`src/rtl/i2cw_pkg.sv`:
```
package i2cw_pkg;

    localparam int MAX_BYTES = 255;

    typedef enum logic [7:0] {
        ST_OK      = 8'h00,
        ST_BUSY    = 8'h01,
        ST_NOADDR  = 8'h02,
        ST_NACK    = 8'h04,
        ST_ARB     = 8'h08,
        ST_TMO     = 8'h10,
        ST_BADADDR = 8'h20,
        ST_BADLEN  = 8'h40
    } st_code_e;

    typedef enum logic [3:0] {
        PH_IDLE, PH_FREE, PH_START, PH_LOW_A, PH_LOW_B, PH_WAIT_HI,
        PH_HIGH, PH_FETCH, PH_SP_A, PH_SP_B, PH_SP_C, PH_SP_D, PH_SP_E
    } phase_e;

    typedef struct packed {
        phase_e   state;
        logic     scl_oe;
        logic     sda_oe;
        logic [3:0] bitn;      // 0..7 data bits, 8 = acknowledge clock
        logic     is_addr;
        logic [7:0] remain;
        logic [7:0] sent;
        logic     nack;
        st_code_e pend;
        logic     done;
        st_code_e status;
    } ctl_t;

    // cycles covering a time given in tenths of a microsecond, rounded up
    function automatic int tenths_to_cyc(int tenths, int clk_per_us);
        return (tenths * clk_per_us + 9) / 10;
    endfunction

    function automatic ctl_t wrap_up(ctl_t x, st_code_e code);
        ctl_t y = x;
        y.done   = 1'b1;
        y.status = code;
        y.scl_oe = 1'b0;
        y.sda_oe = 1'b0;
        y.state  = PH_IDLE;
        return y;
    endfunction

endpackage

```
`src/rtl/i2cw_tick.sv`:
```
module i2cw_tick #(
    parameter int W = 8
) (
    input  logic         clk,
    input  logic         rst,
    input  logic         load,
    input  logic [W-1:0] val,
    output logic         expired
);
    logic [W-1:0] cnt;

    always_ff @(posedge clk) begin
        if (rst)              cnt <= '0;
        else if (load)        cnt <= val;
        else if (cnt != '0)   cnt <= cnt - 1'b1;
    end

    assign expired = (cnt == '0);
endmodule

```
`src/rtl/i2cw_shift.sv`:
```
module i2cw_shift #(
    parameter int W = 8
) (
    input  logic         clk,
    input  logic         rst,
    input  logic         load,
    input  logic [W-1:0] din,
    input  logic         shift,
    output logic         msb
);
    logic [W-1:0] sr;

    always_ff @(posedge clk) begin
        if (rst)        sr <= '0;
        else if (load)  sr <= din;
        else if (shift) sr <= {sr[W-2:0], 1'b0};
    end

    assign msb = sr[W-1];
endmodule

```
`src/rtl/i2c_wr_master.sv`:
```
module i2c_wr_master
    import i2cw_pkg::*;
#(
    parameter int CLK_PER_US  = 50,
    parameter int STRETCH_MAX = 100000,
    parameter int CNT_W       = 9
) (
    input  logic             clk,
    input  logic             rst,
    input  logic             req_valid,
    output logic             req_ready,
    input  logic [7:0]       req_addr,
    input  logic [CNT_W-1:0] req_count,
    input  logic             data_valid,
    output logic             data_ready,
    input  logic [7:0]       data_byte,
    output logic             scl_oe,
    output logic             sda_oe,
    input  logic             scl_in,
    input  logic             sda_in,
    output logic             done,
    output logic [7:0]       status,
    output logic [7:0]       xfer_count
);
    localparam int T_SETUP = tenths_to_cyc(47, CLK_PER_US);
    localparam int T_HALF  = (T_SETUP + 1) / 2;
    localparam int T_HIGH  = tenths_to_cyc(40, CLK_PER_US);
    localparam int TMAX    = (STRETCH_MAX > T_SETUP) ? STRETCH_MAX : T_SETUP;
    localparam int TW      = $clog2(TMAX + 1);

    ctl_t q, c;
    logic          t_ld, t_exp, s_ld, s_exp;
    logic [TW-1:0] t_val;
    logic          sh_ld, sh_sh, sh_msb;
    logic [7:0]    sh_din;
    logic          nack_now;

    i2cw_tick #(.W(TW)) u_phase (
        .clk(clk), .rst(rst), .load(t_ld), .val(t_val), .expired(t_exp));

    i2cw_tick #(.W(TW)) u_stretch (
        .clk(clk), .rst(rst), .load(s_ld), .val(TW'(STRETCH_MAX)), .expired(s_exp));

    i2cw_shift #(.W(8)) u_sh (
        .clk(clk), .rst(rst), .load(sh_ld), .din(sh_din), .shift(sh_sh), .msb(sh_msb));

    assign nack_now = q.nack | sda_in;

    always_comb begin
        c          = q;
        c.done     = 1'b0;
        t_ld       = 1'b0;
        t_val      = TW'(T_HALF);
        s_ld       = 1'b0;
        sh_ld      = 1'b0;
        sh_sh      = 1'b0;
        sh_din     = req_addr;
        req_ready  = 1'b0;
        data_ready = 1'b0;
        case (q.state)
            PH_IDLE: begin
                req_ready = 1'b1;
                if (req_valid) begin
                    c.sent = '0;
                    if (req_addr[0])
                        c = wrap_up(c, ST_BADADDR);
                    else if (int'(req_count) > MAX_BYTES)
                        c = wrap_up(c, ST_BADLEN);
                    else begin
                        c.state   = PH_FREE;
                        c.remain  = req_count[7:0];
                        c.is_addr = 1'b1;
                        c.bitn    = '0;
                        sh_ld     = 1'b1;
                        t_ld      = 1'b1;
                        t_val     = TW'(T_SETUP);
                    end
                end
            end
            PH_FREE: begin
                if (!scl_in || !sda_in) c = wrap_up(c, ST_BUSY);
                else if (t_exp) begin
                    c.sda_oe = 1'b1;
                    c.state  = PH_START;
                    t_ld     = 1'b1;
                    t_val    = TW'(T_SETUP);
                end
            end
            PH_START: if (t_exp) begin
                c.scl_oe = 1'b1;
                c.state  = PH_LOW_A;
                t_ld     = 1'b1;
            end
            PH_LOW_A: if (t_exp) begin
                c.sda_oe = (q.bitn == 4'd8) ? 1'b0 : ~sh_msb;
                c.state  = PH_LOW_B;
                t_ld     = 1'b1;
            end
            PH_LOW_B: if (t_exp) begin
                c.scl_oe = 1'b0;
                c.state  = PH_WAIT_HI;
                s_ld     = 1'b1;
            end
            PH_WAIT_HI: begin
                if (scl_in) begin
                    c.state = PH_HIGH;
                    c.nack  = 1'b0;
                    t_ld    = 1'b1;
                    t_val   = TW'(T_HIGH);
                end else if (s_exp) c = wrap_up(c, ST_TMO);
            end
            PH_HIGH: begin
                if (q.bitn != 4'd8 && !q.sda_oe && !sda_in)
                    c = wrap_up(c, ST_ARB);
                else begin
                    if (q.bitn == 4'd8 && sda_in) c.nack = 1'b1;
                    if (t_exp) begin
                        c.scl_oe = 1'b1;
                        t_ld     = 1'b1;
                        if (q.bitn != 4'd8) begin
                            c.bitn  = q.bitn + 4'd1;
                            sh_sh   = 1'b1;
                            c.state = PH_LOW_A;
                        end else if (nack_now) begin
                            c.pend  = q.is_addr ? ST_NOADDR : ST_NACK;
                            c.state = PH_SP_A;
                        end else begin
                            if (!q.is_addr) c.sent = q.sent + 8'd1;
                            c.is_addr = 1'b0;
                            c.pend    = ST_OK;
                            c.state   = (q.remain == '0) ? PH_SP_A : PH_FETCH;
                        end
                    end
                end
            end
            PH_FETCH: begin
                data_ready = 1'b1;
                if (data_valid) begin
                    sh_din   = data_byte;
                    sh_ld    = 1'b1;
                    c.remain = q.remain - 8'd1;
                    c.bitn   = '0;
                    c.state  = PH_LOW_A;
                    t_ld     = 1'b1;
                end
            end
            PH_SP_A: if (t_exp) begin
                c.sda_oe = 1'b1;
                c.state  = PH_SP_B;
                t_ld     = 1'b1;
                t_val    = TW'(T_SETUP);
            end
            PH_SP_B: if (t_exp) begin
                c.scl_oe = 1'b0;
                c.state  = PH_SP_C;
                s_ld     = 1'b1;
            end
            PH_SP_C: begin
                if (scl_in) begin
                    c.state = PH_SP_D;
                    t_ld    = 1'b1;
                    t_val   = TW'(T_SETUP);
                end else if (s_exp) c = wrap_up(c, ST_TMO);
            end
            PH_SP_D: if (t_exp) begin
                c.sda_oe = 1'b0;
                c.state  = PH_SP_E;
                s_ld     = 1'b1;
            end
            PH_SP_E: begin
                if (sda_in)     c = wrap_up(c, q.pend);
                else if (s_exp) c = wrap_up(c, ST_TMO);
            end
            default: c = wrap_up(c, ST_TMO);
        endcase
    end

    always_ff @(posedge clk) begin
        if (rst) begin
            q        <= '0;
            q.state  <= PH_IDLE;
            q.pend   <= ST_OK;
            q.status <= ST_OK;
        end else begin
            q <= c;
        end
    end

    assign scl_oe     = q.scl_oe;
    assign sda_oe     = q.sda_oe;
    assign done       = q.done;
    assign status     = q.status;
    assign xfer_count = q.sent;
endmodule

```
`config.mk`:
```
export PLATFORM = sky130hd
export DESIGN_NAME = i2c_wr_master
export DESIGN_NICKNAME = d
export VERILOG_FILES = /design/src/rtl/i2cw_pkg.sv /design/src/rtl/i2cw_tick.sv /design/src/rtl/i2cw_shift.sv /design/src/rtl/i2c_wr_master.sv
export SDC_FILE = /design/constraint.sdc
export NUM_CORES = 1
export LEC_CHECK = 0
export ABC_AREA = 0
export BUFFER_PORTS_ARGS = -buffer_cell sky130_fd_sc_hd__buf_2
export CORE_ASPECT_RATIO = 1.25
export CORE_UTILIZATION = 40
export DETAILED_ROUTE_END_ITERATION = 8
export SLEW_MARGIN = 20
export SYNTH_ARGS = -nofsm -noshare
export SYNTH_HDL_FRONTEND = slang
export SYNTH_HIERARCHICAL = 1
export SYNTH_SLANG_ARGS = --single-unit
```
`constraint.sdc`:
```
create_clock -name clk -period 3.3 [get_ports clk]
set_input_delay 0.495 -clock clk [delete_from_list [all_inputs] [get_ports clk]]
set_output_delay 0.495 -clock clk [all_outputs]
set_load 0.02 [all_outputs]
```
==> reports/qor.yml <==
status: "complete, no violations"
use_met1: 0.242
dpl.hpwl_mm: 11.0
wl_mm: 15.1
hold_violations: 0
place_congestion: 0.990
overflow: 0
end_kind: "flip-flop"
fillCellCount: 1328
htree_levels: 3
coreArea_um2: 13300
total_leakage_power_nw: 2.31
cp_slowest_cell: "nor4b_1"
numCtsBuffers: 9
required_ps: 3550
hold_path_class: "in2reg"
crit_path_max_incr_delay_ps: 350
post-route-period-util: 0.904
syn_to_final_growth_pct: 11.3
ys_seq_area_frac: 0.295
path_class: "reg2reg"
synth_warnings: 6
drc_errors: 0
grt_pass1_wl_mm: 24.0
ant_nets: 0
grt_pass1_vias: 4935
wl_per_cell_um: 16.7
antenna_found_initial: 0
vdd_drop_max_mv: 0.381
io_pins: 52
grt_max_degree: 37
ys_ff_latch: 81
grt_usage: 0.215
hold_buffers: 0
met3_usage: 0.0426
busiest_layer: "met2"
antenna_cells: 0
clkTransAtPathRegs_ps: 60
ys.flop_type: "dfxtp_1"
cts.sinks: 81
tns_ps: 0
viasPerCell: 5.79
tightest_slew_ps: 739
synth.area.top_cells: "dfxtp_1 (29%), nand2_1 (5.3%), o21ai_0 (3.4%), nor2_1 (3.2%), xnor2_1 (3.0%)"
drv_cap: 0
dr.pass1.iters: 5
portBuffers: 51
clk-insertion-delay-late_ps: 350
floorplan.rows: 47
synthesis.area_um2: 5500
clock_skew_ps: 7.43
clock_path_buffers: 2
grtUsageMet2: 0.372
tritoncts: "done"
synth_edf_count: 0
start_kind: "flip-flop"
drive_gt1_frac: 0.183
synth_top_area_share: 0.295
worstPathArrival_ps: 3230
worstPathCellList: "inv_1, ha_1, nor4b_1, nand4b_1, or2_4, inv_2, or3b_1, a21oi_1, nor4_2, buf_4, a41oi_1, a311oi_1"
final_nets: 767
p_per_area_nw_per_um2: 729
drt_iter0_drc: 339
fin_util: 0.459
die_w_um: 107
drv_slew: 0
rsz0062_at_grt: "false"
synth_area_per_cell_um2: 8.10
max_slew_margin: 0.504
final.min_clock_period_ps: 2980
synthArstFlopShare: 0
synth_top_area_cell: "dfxtp_1"
dieHeight_um: 133
ys_types: 90
setup_violations: 0
start_util: 0.412
cts_root_buf: "clkbuf_16"
fmax_mhz: 335
vias: 5240
cp_max_fo: 12
syn_inst: 679
die-area_um2: 14200
[synth_stat cells (all sizes together), types with 16 or more instances]
library cell,number
dfxtp,81
nand2,80
o21ai,48
nor2,47
buf,42
a21oi,34
nor3,27
inv,26
nand3,20
xnor2,19
a211oi,16
nor2b,16
[stage by stage]
step / std cells / total power (W) / area (µm²) / hold slack, ps / setup slack, ps
after floorplan: 706 / 0.00302 / 5600 / 432 / 423
after global placement: 889 / 0.00339 / 5820 / 443 / 471
after detailed placement: 889 / 0.00343 / 5820 / 453 / 370
after CTS: 905 / 0.00447 / 6120 / 399 / 326
after global routing: 905 / 0.00475 / 6120 / 440 / 90.1
final: 905 / 0.00446 / 6120 / 405 / 317
[critical path, delay by kind of cell (launching register included)]
kind / cells / cell delay, ps
adder cells (fa/ha/maj): 1 / 230
AO/OA/AOI/OAI: 3 / 470
AND/OR/NAND/NOR: 5 / 1360
buffers and inverters: 3 / 480
flip-flops: 1 / 330
[flip-flops by register name, summed over array words and instances, names as in the netlist]
register,count
u_phase/cnt,17
status,8
done,1
u_stretch/cnt,17
sda_oe,1
q,20
scl_oe,1
u_sh/sr,8
xfer_count,8
[power breakdown]
| group | internal [W] | total [W] | switching (W) |
|---|---|---|---|
| sequential | 0.00117 | 0.00139 | 0.000223 |
| combinational | 0.000887 | 0.00205 | 0.00116 |
| clock | 0.000604 | 0.00102 | 0.000413 |
| total | 0.00266 | 0.00446 | 0.00180 |
[path summary, 6_finish.rpt]
path / start / endpoint / slack (ps) / depth (start not counted)
worst min register to register: q[11]$_SDFFE_PP0P_ / q[11]$_SDFFE_PP0P_ / 460 / 2
worst max-delay path: u_phase/cnt[0]$_SDFFE_PP0P_ / xfer_count[6]$_SDFFE_PP0P_ / 320 / 12
worst max register to register: u_phase/cnt[0]$_SDFFE_PP0P_ / xfer_count[6]$_SDFFE_PP0P_ / 320 / 12
worst min-delay path: req_count[8] / status[6]$_SDFFE_PP0P_ / 410 / 3
[kinds of logic (layout without fill, tap and decap cells)]
group | Yosys count | count (layout) | synth area share
and+or+nand+nor | 277 | 277 | 0.284
AOI/OAI and AO/OA | 185 | 185 | 0.239
buffers and inverters | 82 | 110 | 0.0862
DFF | 81 | 81 | 0.295
xor gates and xnor gates | 23 | 23 | 0.0366
muxes | 22 | 22 | 0.0423
adders and majority gates | 7 | 7 | 0.0159
other | 2 | 29 | 0.00137
[area by class of cell]
class                   count  area [µm²]  area share
inverters                  26        97.6      0.0159
clock buffers              11         243      0.0397
clock inverters             5        55.1     0.00899
flip-flops and latches     81        1620       0.265
repair buffers             68         383      0.0626
multi-input cells         543        3510       0.573
well taps                 171         214      0.0350
[layout by cell type (no fill, tap or decap), types with 20 or more instances in the layout]
master / instances
a21oi_1: 32
buf_2: 51
conb_1: 29
dfxtp_1: 81
inv_1: 22
nand2_1: 77
nand3_1: 20
nor2_1: 47
nor3_1: 24
o21ai_0: 37
[layer usage]
layer / vias to the layer above / wire (µm)
li1: 2544 / -
met5: - / 0
met4: 0 / 633
met1: 2485 / 6200
met2: 166 / 7500
met3: 45 / 750
[what timing repair did]
item / 4_1_cts / 5_1_grt
endpoints found under the setup margin: 0 / 1
setup buffers: 0 / 0
resized for setup: 0 / 1
No activity file was read; power rests on OpenSTA's default activity.
